--- config.mk ---
export PLATFORM = sky130hd
export DESIGN_NAME = tx_pad_strip
export DESIGN_NICKNAME = d
export VERILOG_FILES = /design/src/rtl/pad_strip_pkg.sv /design/src/rtl/pad_strip_count.sv /design/src/rtl/pad_strip_merge.sv /design/src/rtl/pad_strip_ctrl.sv /design/src/rtl/tx_pad_strip.sv
export SDC_FILE = /design/constraint.sdc
export NUM_CORES = 1
export LEC_CHECK = 0
export CORE_MARGIN = 2
export CORE_UTILIZATION = 30
export CTS_CLUSTER_DIAMETER = 30
export DETAILED_ROUTE_END_ITERATION = 8
export DONT_BUFFER_PORTS = 1
export HOLD_SLACK_MARGIN = 0.06
export PLACE_DENSITY = 0.48
export SYNTH_ARGS = -nofsm -noshare
export SYNTH_HDL_FRONTEND = slang
export SYNTH_SLANG_ARGS = --single-unit
export TNS_END_PERCENT = 20
--- constraint.sdc ---
create_clock -name clk -period 4.85 [get_ports clk]
set_input_delay 1.455 -clock clk [delete_from_list [all_inputs] [get_ports clk]]
set_output_delay 1.455 -clock clk [all_outputs]
set_load 0.005 [all_outputs]
--- src/rtl/pad_strip_pkg.sv ---
package pad_strip_pkg;

    typedef enum logic [1:0] {
        PH_IDLE  = 2'd0,
        PH_MERGE = 2'd1,
        PH_FLUSH = 2'd2
    } phase_e;

endpackage

--- src/rtl/pad_strip_count.sv ---
module pad_strip_count #(
    parameter int BYTES = 8,
    parameter int PAD   = 6,
    parameter int CNT_W = 3
) (
    input  logic [CNT_W-1:0] cnt_i,
    output logic [CNT_W-1:0] cnt_o,
    output logic             flush_o
);
    localparam int SHIFT = BYTES - PAD;

    logic [CNT_W:0] valid_bytes;

    always_comb begin
        valid_bytes = (cnt_i == '0) ? (CNT_W+1)'(BYTES) : {1'b0, cnt_i};
        flush_o     = valid_bytes > (CNT_W+1)'(PAD);
        cnt_o       = cnt_i + CNT_W'(SHIFT);
    end

endmodule

--- src/rtl/pad_strip_merge.sv ---
module pad_strip_merge #(
    parameter int DATA_W = 64,
    parameter int PAD    = 6
) (
    input  logic [(DATA_W/8-PAD)*8-1:0] held_i,
    input  logic [PAD*8-1:0]            cur_i,
    input  logic                        flush_i,
    output logic [DATA_W-1:0]           data_o
);
    localparam int BYTES = DATA_W / 8;
    localparam int KEEP  = BYTES - PAD;

    for (genvar j = 0; j < BYTES; j++) begin : g_byte
        if (j < KEEP) begin : g_held
            assign data_o[8*j +: 8] = held_i[8*j +: 8];
        end else begin : g_cur
            assign data_o[8*j +: 8] = flush_i ? 8'h00 : cur_i[8*(j-KEEP) +: 8];
        end
    end

endmodule

--- src/rtl/pad_strip_ctrl.sv ---
module pad_strip_ctrl
    import pad_strip_pkg::*;
#(
    parameter int CNT_W  = 3,
    parameter int HELD_W = 16
) (
    input  logic              clk,
    input  logic              rst,
    input  logic              s_valid,
    input  logic              s_last,
    input  logic [HELD_W-1:0] s_hi,
    input  logic              in_flush,
    input  logic [CNT_W-1:0]  in_cnt,
    input  logic              m_ready,
    output logic              s_ready,
    output logic              m_valid,
    output logic              m_last,
    output logic [CNT_W-1:0]  m_cnt,
    output logic              m_sof,
    output logic [HELD_W-1:0] held_o,
    output logic              flushing_o
);
    typedef struct packed {
        phase_e              phase;
        logic                sof;
        logic [CNT_W-1:0]    cnt;
        logic [HELD_W-1:0]   held;
    } state_t;

    state_t st_d, st_q;

    always_comb begin
        st_d    = st_q;
        s_ready = 1'b0;
        m_valid = 1'b0;
        m_last  = 1'b0;
        m_cnt   = '0;
        unique case (st_q.phase)
            PH_IDLE: begin
                s_ready = 1'b1;
                if (s_valid) begin
                    st_d.held = s_hi;
                    if (!s_last) begin
                        st_d.phase = PH_MERGE;
                    end else if (in_flush) begin
                        st_d.phase = PH_FLUSH;
                        st_d.cnt   = in_cnt;
                    end
                end
            end
            PH_MERGE: begin
                m_valid = s_valid;
                s_ready = m_ready;
                if (s_last && !in_flush) begin
                    m_last = 1'b1;
                    m_cnt  = in_cnt;
                end
                if (s_valid && m_ready) begin
                    st_d.sof  = m_last;
                    st_d.held = s_hi;
                    if (s_last) begin
                        st_d.phase = in_flush ? PH_FLUSH : PH_IDLE;
                        st_d.cnt   = in_cnt;
                    end
                end
            end
            PH_FLUSH: begin
                m_valid = 1'b1;
                m_last  = 1'b1;
                m_cnt   = st_q.cnt;
                if (m_ready) begin
                    st_d.phase = PH_IDLE;
                    st_d.sof   = 1'b1;
                end
            end
            default: begin
                st_d.phase = PH_IDLE;
            end
        endcase
    end

    always_ff @(posedge clk) begin
        if (rst) begin
            st_q <= '{phase: PH_IDLE, sof: 1'b1, cnt: '0, held: '0};
        end else begin
            st_q <= st_d;
        end
    end

    assign m_sof      = st_q.sof & m_valid;
    assign held_o     = st_q.held;
    assign flushing_o = (st_q.phase == PH_FLUSH);

endmodule

--- src/rtl/tx_pad_strip.sv ---
module tx_pad_strip #(
    parameter int DATA_W    = 64,
    parameter int PAD_BYTES = 6
) (
    input  logic                            clk,
    input  logic                            rst,
    input  logic [DATA_W-1:0]               s_tdata,
    input  logic [$clog2(DATA_W/8):0]       s_tuser,
    input  logic                            s_tlast,
    input  logic                            s_tvalid,
    output logic                            s_tready,
    output logic [DATA_W-1:0]               m_tdata,
    output logic [$clog2(DATA_W/8):0]       m_tuser,
    output logic                            m_tlast,
    output logic                            m_tvalid,
    input  logic                            m_tready
);
    localparam int BYTES  = DATA_W / 8;
    localparam int CNT_W  = $clog2(BYTES);
    localparam int KEEP   = BYTES - PAD_BYTES;
    localparam int HELD_W = KEEP * 8;
    localparam int LOW_W  = PAD_BYTES * 8;

    logic [CNT_W-1:0]  cnt_shift;
    logic              need_flush;
    logic [CNT_W-1:0]  out_cnt;
    logic              out_sof;
    logic [HELD_W-1:0] held;
    logic              flushing;

    pad_strip_count #(
        .BYTES (BYTES),
        .PAD   (PAD_BYTES),
        .CNT_W (CNT_W)
    ) u_count (
        .cnt_i   (s_tuser[CNT_W-1:0]),
        .cnt_o   (cnt_shift),
        .flush_o (need_flush)
    );

    pad_strip_ctrl #(
        .CNT_W  (CNT_W),
        .HELD_W (HELD_W)
    ) u_ctrl (
        .clk        (clk),
        .rst        (rst),
        .s_valid    (s_tvalid),
        .s_last     (s_tlast),
        .s_hi       (s_tdata[DATA_W-1 -: HELD_W]),
        .in_flush   (need_flush),
        .in_cnt     (cnt_shift),
        .m_ready    (m_tready),
        .s_ready    (s_tready),
        .m_valid    (m_tvalid),
        .m_last     (m_tlast),
        .m_cnt      (out_cnt),
        .m_sof      (out_sof),
        .held_o     (held),
        .flushing_o (flushing)
    );

    pad_strip_merge #(
        .DATA_W (DATA_W),
        .PAD    (PAD_BYTES)
    ) u_merge (
        .held_i  (held),
        .cur_i   (s_tdata[LOW_W-1:0]),
        .flush_i (flushing),
        .data_o  (m_tdata)
    );

    assign m_tuser = {out_sof, out_cnt};

endmodule

Word-level counts from Yosys, hierarchy flattened --
Index checks and enable logic that the tools add are counted.
Storage, ports and cells: register bits 22, output and inout port bits 71, word-level logic and storage cells 54
Cells by class: add/subtract/negate cells 1, $lt $le $gt $ge 1, equality and inequality tests 9, multiplexer cells 27, bitwise logic cells 1, reductions and logical operators 11
Operator list (number):
- $mux 8 | 6
- $pmux 19 s2 | 1
- $mux 22 | 1
- $mux 19 | 1
- $mux 3 | 5
- $mux 2 | 5
- $ne 2x2->1 const B | 4
- $pmux 1 s2 | 4
- $pmux 2 s3 | 1
- $pmux 3 s2 | 1
- $reduce_and 3->1 | 2
- $reduce_and 6->1 | 1
- $reduce_and 5->1 | 1
- $gt 4x3->1 const B | 1
- $mux 4 | 1
- $ne 2x1->1 const B | 2
- $reduce_bool 2->1 | 2
- $add 3x2->3 const B | 1
- $logic_not 3->1 | 1
- $ne 3x2->1 const B | 1
- $eq 2x1->1 const B | 1
- $eq 2x2->1 const B | 1
- $logic_and 1x1->1 | 2
- $logic_not 2->1 | 1
- other kinds (3) | 3

Longest topological paths before layout --
Gate-level depths: netlist (run 1).
depth in word-level cells 8, mapped depth 8, mapped depth without buffers 6

Modules after synthesis --
A second synthesis (run 1) with hierarchy kept.
Unflattened totals: cells, all modules 220, area total of the unflattened synthesis 1739.2 um^2
Modules (own cells, without submodules):
- pad_strip_ctrl | instances 1, cells an instance 144, area each 1232.4 um^2
- pad_strip_merge | instances 1, cells an instance 69, area each 464.2 um^2
- pad_strip_count | instances 1, cells an instance 6, area each 35.0 um^2
- tx_pad_strip | instances 1, cells an instance 1, area each 7.5 um^2

Least setup slack after synthesis (run 1) --
No wires, ideal clock.
path kind input-to-output, start point input s_tuser[1], end point output m_tlast, data arrival time 2.013 ns, data required time 3.395 ns, slack 1.382 ns, stages 4, cells stage by stage o21bai_1 -> nand2_1 -> a31oi_1 -> nor2b_1
Between the ends: longest elaborated chain between the ends 7
Ends and longest elaborated chain:
- from (decl) | line tx_pad_strip.sv:8 | input logic [$clog2(DATA_W/8):0] s_tuser,
- $logic_not 3->1 | line pad_strip_count.sv:15 | valid_bytes = (cnt_i == '0) ? (CNT_W+1)'(BYTES) : {1'b0, cnt_i};
- $mux 4 * | line pad_strip_count.sv:15
- $gt 4x3->1 * | line pad_strip_count.sv:16 | flush_o = valid_bytes > (CNT_W+1)'(PAD);
- $logic_not 1->1 * | line pad_strip_ctrl.sv:54 | if (s_last && !in_flush) begin
- $logic_and 1x1->1 * | line pad_strip_ctrl.sv:54
- $mux 1 * | line pad_strip_ctrl.sv:54
- $pmux 1 s2 * | line pad_strip_ctrl.sv:38 | unique case (st_q.phase)
- to (decl) | line tx_pad_strip.sv:14 | output logic m_tlast,
Every way passes the cells marked *; elsewhere a longest branch is shown, timed or not.

Final worst setup path (run 1) --
Ends and elaborated chain as after synthesis.

==> out/results.txt, run 1 <==
PwrDens -> 362 nW/um2
RSZ-0062 raised after global routing -> no
Critical R2R Launch -> u_ctrl.st_q[20]
Routed WL per cell -> 14.6 um
HPWL after DPL -> 2670 um
Initial Util -> 0.316
share of layout cells above drive strength 1 -> 0.0618
CTS Buffer Depth -> 2
Syn Nets -> 280
clk slew on worst S/H paths -> 0.08 ns
TNS Setup -> 0 ns
boundary pin count -> 144
crit end category -> primary output
ANT cells -> 0
Post-Route WL -> 3590 um
Pins Over Slew Limit -> 0
Vias -> 1178
Total GRT Usage -> 0.112
final setup vio count -> 0
TritonCTS clock tree -> done
crit path launch -> s_tuser[1]
grt met2 use -> 0.190
post-synth design cell area -> 1510 um2
largest net degree at the start of global routing -> 55
CTS Sinks -> 22
Post-CTS Hold Buffers -> 0
post-cts sizing count -> 0
CP Data Arrival Time -> 2.12 ns
Min-Delay Path Class -> flop to flop
Final Total Pwr -> 0.535 mW
area of the die -> 5620 um2
final hold viol count -> 0
critical path launch point type -> primary input
gr busiest metal -> met2
sequential area share after synthesis -> 0.291
via count of the first global-routing pass -> 968
DR pass1 iterations -> 4
Die X -> 75.0 um
RePlAce Congestion -> 0.722
synthesis-stage register bit count -> 22
Hold Crit Start -> u_ctrl.held_o[6]
leakage power total -> 0.549 nW
max cap viols -> 0
DRT iter0 DRCs -> 32
final instance area -> 1480 um2
critical path class -> primary input to primary output
worst slew pin tran -> 0.862 ns
grt total ovfl -> 0
minimum clock period -> 3.58 ns
CTS buffer count -> 3
Tcrit/Tclk final -> 0.738
maximum vdd drop -> 0.157 mV
worst-case clock skew -> 0.00978 ns
average size of a mapped cell -> 7.41 um2
CP Data Required Time -> 3.39 ns
status -> finished, final reports clean
worst skew pair latency -> 0.27 ns
core area -> 4790 um2
CTS Root Cell -> clkbuf_8
Die Y -> 75.0 um
critical path fanouts, max -> 5
FP Rows -> 25
Post-Syn Instances -> 204
# nets final -> 255
GR Layer Usage met1 -> 0.139
most frequent cells in the layout -> 55 x nor2b_1, 40 x nand2_1, 22 x dfxtp_1
# DRC -> 0
Via density -> 4.81
met3 usage -> 0.0428
initial antenna violation count -> 0
leading cell type in the layout, fill and taps excluded -> nor2b_1
first-pass GRT wire length -> 4760 um
warnings from Yosys -> 0
synthesis-to-layout area growth -> -2.32%
port buffer count -> 0
Antenna Nets Post-Route -> 0
H-tree Lvls -> 1
placement-stage cell area -> 1410 um2
FMAX -> 0.279 GHz
Distinct cells, synth -> 33
Post-CTS Setup Bufs -> 0
headroom to the max-slew limit -> 0.425
Min Hold Slack -> 0.468 ns
-- power by group --
group | internal [mW] | switching (mW) | total [mW] | leakage (nW)
sequential | 0.200 | 0.0123 | 0.212 | 0.180
combinational | 0.0557 | 0.0914 | 0.147 | 0.333
clock | 0.110 | 0.0656 | 0.176 | 0.0357
-- final timing paths --
path	endpoint	slack (ns)	cells after the start
min	u_ctrl.held_o[6]	0.47	2
min reg2reg	u_ctrl.held_o[6]	0.47	2
max	m_tlast	1.27	4
max reg2reg	u_ctrl.st_q[20]	2.87	6
-- metal layers --
layer | vias to the layer above | wire [um]
met5 | - | 0
met4 | 0 | 25
met3 | 2 | 316
met2 | 74 | 1680
met1 | 520 | 1560
li1 | 582 | -
-- flip-flops by register name, indices dropped and copies added, names as in the netlist --
signal,cells
u_ctrl.held_o,16
u_ctrl.st_q,6
-- synthesized netlist by cell type, drive strengths merged --
cell type	count	area, um2
mux2i	1	10.0
a21boi	2	18.8
mux2	2	22.5
a22oi	1	7.51
a32o	1	10.0
nor2	4	17.5
nor2b	55	344
nor3	1	5.00
buf	23	166
a21o	1	7.51
o21ai	1	5.00
a32oi	1	8.76
o21bai	2	15.0
o31ai	2	15.0
a21oi	19	95.1
clkbuf	7	26.3
and2	3	18.8
a211oi	1	12.5
ha	3	37.5
nand3	3	15.0
xor2	1	8.76
o311a	1	10.0
a31oi	1	6.26
a21bo	1	10.0
nand2	41	156
o21ba	1	10.0
inv	3	11.3
dfxtp	22	440
-- stage by stage --
stage               worst slack (ns)  cells  utilization
CTS                             1.25    245        0.308
global placement                1.25    241        0.294
floorplan                       1.38    204            -
detailed placement              1.26    241        0.294
finish                          1.27    245        0.308
global route                    1.20    245        0.308
-- area by class of cell --
cell class | count | area (um2)
clock buffer | 3 | 41.3
clock inverter | 1 | 30.0
fill | 508 | 3310
inverter | 3 | 11.3
multi-input combinational | 149 | 870
sequential | 22 | 440
tap | 67 | 83.8
-- worst max-delay path, stage by stage --
cell	delay, ns
o21bai_1	0.20
nand2_1	0.14
a31oi_1	0.23
nor2b_1	0.10
-- cells by family after synthesis --
kind of cell / Yosys count / synth area share
simple gates: 107 / 0.368
mux: 3 / 0.0215
flops: 22 / 0.291
compound gates: 35 / 0.153
fa+ha+maj: 3 / 0.0248
buf+inv: 33 / 0.135
xor+xnor: 1 / 0.00580
Power figures use the tool's default switching activity.
==> run 2, diff against run 1 <==
Settings changed: PLACE_DENSITY 0.48 to 0.49.
Clock period 4.85 ns to 2.95 ns, I/O delays scaled along.
==> out/results.txt, run 2 (synthesized netlist as in run 1, its figures left out) <==
largest net degree at the start of global routing -> 24 (-56%)
Reg-to-Reg End -> u_ctrl.held_o[12]
Post-CTS Setup Bufs -> 0 (unchanged)
Antenna Nets Post-Route -> 0 (unchanged)
cells on worst reg2reg path -> 6 (unchanged)
status -> finished, final reports clean
CTS Sinks -> 22 (unchanged)
TritonCTS clock tree -> done
Total GRT Usage -> 0.111 (-0.00190)
RSZ-0062 raised after global routing -> no
via count of the first global-routing pass -> 940 (-2.9%)
CP endpoint -> m_tuser[1]
critical path fanouts, max -> 18 (+13)
crit path launch -> u_ctrl.st_q[20]
Vias -> 1214 (+3.1%)
share of layout cells above drive strength 1 -> 0.0769 (+0.0151)
Final Total Pwr -> 0.808 mW (+51%)
Logic pwr share -> 0.302 (+0.027)
non-filler cells, final -> 249 (+1.6%)
worst slew pin tran -> 0.590 ns (-0.272 ns)
internal power -> 0.542 mW (+48%)
area of the die -> 5620 um2 (unchanged)
clk slew on worst S/H paths -> 0.09 ns (about the same)
leading cell type in the layout, fill and taps excluded -> nor2b_1
FMAX -> 0.390 GHz
fin util -> 0.311 (+0.00235)
crit-path cells -> inv_1 -> ha_1 -> a22oi_1 -> nor2b_1 -> buf_4
H-tree Lvls -> 1 (unchanged)
# DRC -> 0 (unchanged)
Tcrit/Tclk final -> 0.868
Fillers -> 525 (+3.3%)
CTS buffer count -> 3 (unchanged)
final hold viol count -> 0 (unchanged)
Min Hold Slack -> 0.467 ns (-0.00144 ns)
leakage power total -> 0.565 nW (+2.9%)
grt total ovfl -> 0 (unchanged)
max reg flops -> 16 (unchanged)
placement-stage cell area -> 1430 um2 (+2.0%)
final instance area -> 1490 um2 (+0.76%)
ANT cells -> 0 (unchanged)
maximum vdd drop -> 0.164 mV (+4.4%)
TNS Setup -> 0 ns (unchanged)
Clk pwr share -> 0.266 (-0.063)
Crit-path slowest cell -> ha_1
Reg2Reg Setup Slack -> 1.04 ns (-1.83 ns)
Sw Share -> 0.328 (+0.0121)
minimum clock period -> 2.56 ns
headroom to the max-slew limit -> 0.607 (+0.181)
post-cts sizing count -> 0 (unchanged)
crit-path max cell delay -> 0.54 ns (+0.31 ns)
Final WS setup -> 0.388 ns (-0.884 ns)
Sequential Power Share -> 0.433 (+0.036)
DR pass1 iterations -> 4 (unchanged)
CTS Root Cell -> clkbuf_8
Routed WL per cell -> 14.3 um (-2.5%)
Min-Delay Path Class -> flop to flop
RePlAce Congestion -> 0.778 (+7.7%)
synthesis-to-layout area growth -> -1.57%
core area -> 4790 um2 (unchanged)
Pins Over Slew Limit -> 0 (unchanged)
DRT iter0 DRCs -> 27 (-16%)
PwrDens -> 543 nW/um2 (+50%)
Psw -> 0.265 mW (+57%)
Post-Route WL -> 3560 um (-0.86%)
Via density -> 4.88 (+1.4%)
port buffer count -> 0 (unchanged)
crit end category -> primary output
Initial Util -> 0.316 (unchanged)
FP Rows -> 25 (unchanged)
worst slack, placed -> 0.473 ns (-0.786 ns)
placed cell count -> 245 (+1.7%)
worst-case clock skew -> 0.00957 ns (-0.000210 ns)
CTS Buffer Depth -> 2 (unchanged)
Critical R2R Launch -> u_ctrl.st_q[21]
first-pass GRT wire length -> 4730 um (-0.74%)
critical path launch point type -> flop
final setup vio count -> 0 (unchanged)
Post-CTS Hold Buffers -> 0 (unchanged)
critical path class -> flop to primary output
Die Y -> 75.0 um (unchanged)
boundary pin count -> 144 (unchanged)
initial antenna violation count -> 0 (unchanged)
# nets final -> 259 (+1.6%)
Die X -> 75.0 um (unchanged)
max cap viols -> 0 (unchanged)
CP Data Required Time -> 2.07 ns (-1.32 ns)
worst skew pair latency -> 0.26 ns (about the same)
HPWL after DPL -> 2790 um (+4.2%)
most frequent cells in the layout -> 55 x nor2b_1, 40 x nand2_1, 22 x dfxtp_1
CP Data Arrival Time -> 1.68 ns (-0.44 ns)
run 2: worst max-delay path, delay by kind of cell, from the launching register on:
family	cells	cell delay (ns)
buffers and inverters	2	0.22
adder cells (fa/ha/maj)	1	0.54
AO/OA/AOI/OAI	1	0.18
AND/OR/NAND/NOR	1	0.15
flip-flops	1	0.32
run 2: layout make-up:
type	instances	area, um2	area share
Multi-Input combinational cell	149	867	0.583
Clock buffer	4	55.1	0.0370
Sequential cell	22	440	0.296
Timing Repair Buffer	4	30.0	0.0202
Tap cell	67	83.8	0.0563
Inverter	3	11.3	0.00757
run 2: power by group through the flow:
stage / registers (mW) / logic [mW] / clock network [mW]
floorplan: 0.347 / 0.255 / 0
global placement: 0.356 / 0.247 / 0
detailed placement: 0.357 / 0.246 / 0
CTS: 0.350 / 0.247 / 0.228
global route: 0.354 / 0.272 / 0.244
finish: 0.349 / 0.244 / 0.215
run 2: worst min-delay path by stage:
stage / depth (start not counted) / from / end / slack, ns
5_1_grt: 2 / u_ctrl.held_o[4] / u_ctrl.held_o[4] / 0.49
3_5_place_dp: 2 / u_ctrl.st_q[16] / u_ctrl.st_q[16] / 0.46
2_1_floorplan: 2 / u_ctrl.st_q[19] / u_ctrl.st_q[19] / 0.43
6_report: 2 / u_ctrl.st_q[16] / u_ctrl.st_q[16] / 0.47
4_1_cts: 2 / u_ctrl.st_q[16] / u_ctrl.st_q[16] / 0.47
3_3_place_gp: 2 / u_ctrl.st_q[16] / u_ctrl.st_q[16] / 0.45
run 2: per-layer routing:
layer  track usage  up-vias  wire [um]
li1              -      594          -
met4        0.0298        0         28
met5             0        -          0
met2         0.177       74       1640
met1         0.145      544       1530
met3        0.0321        2        350
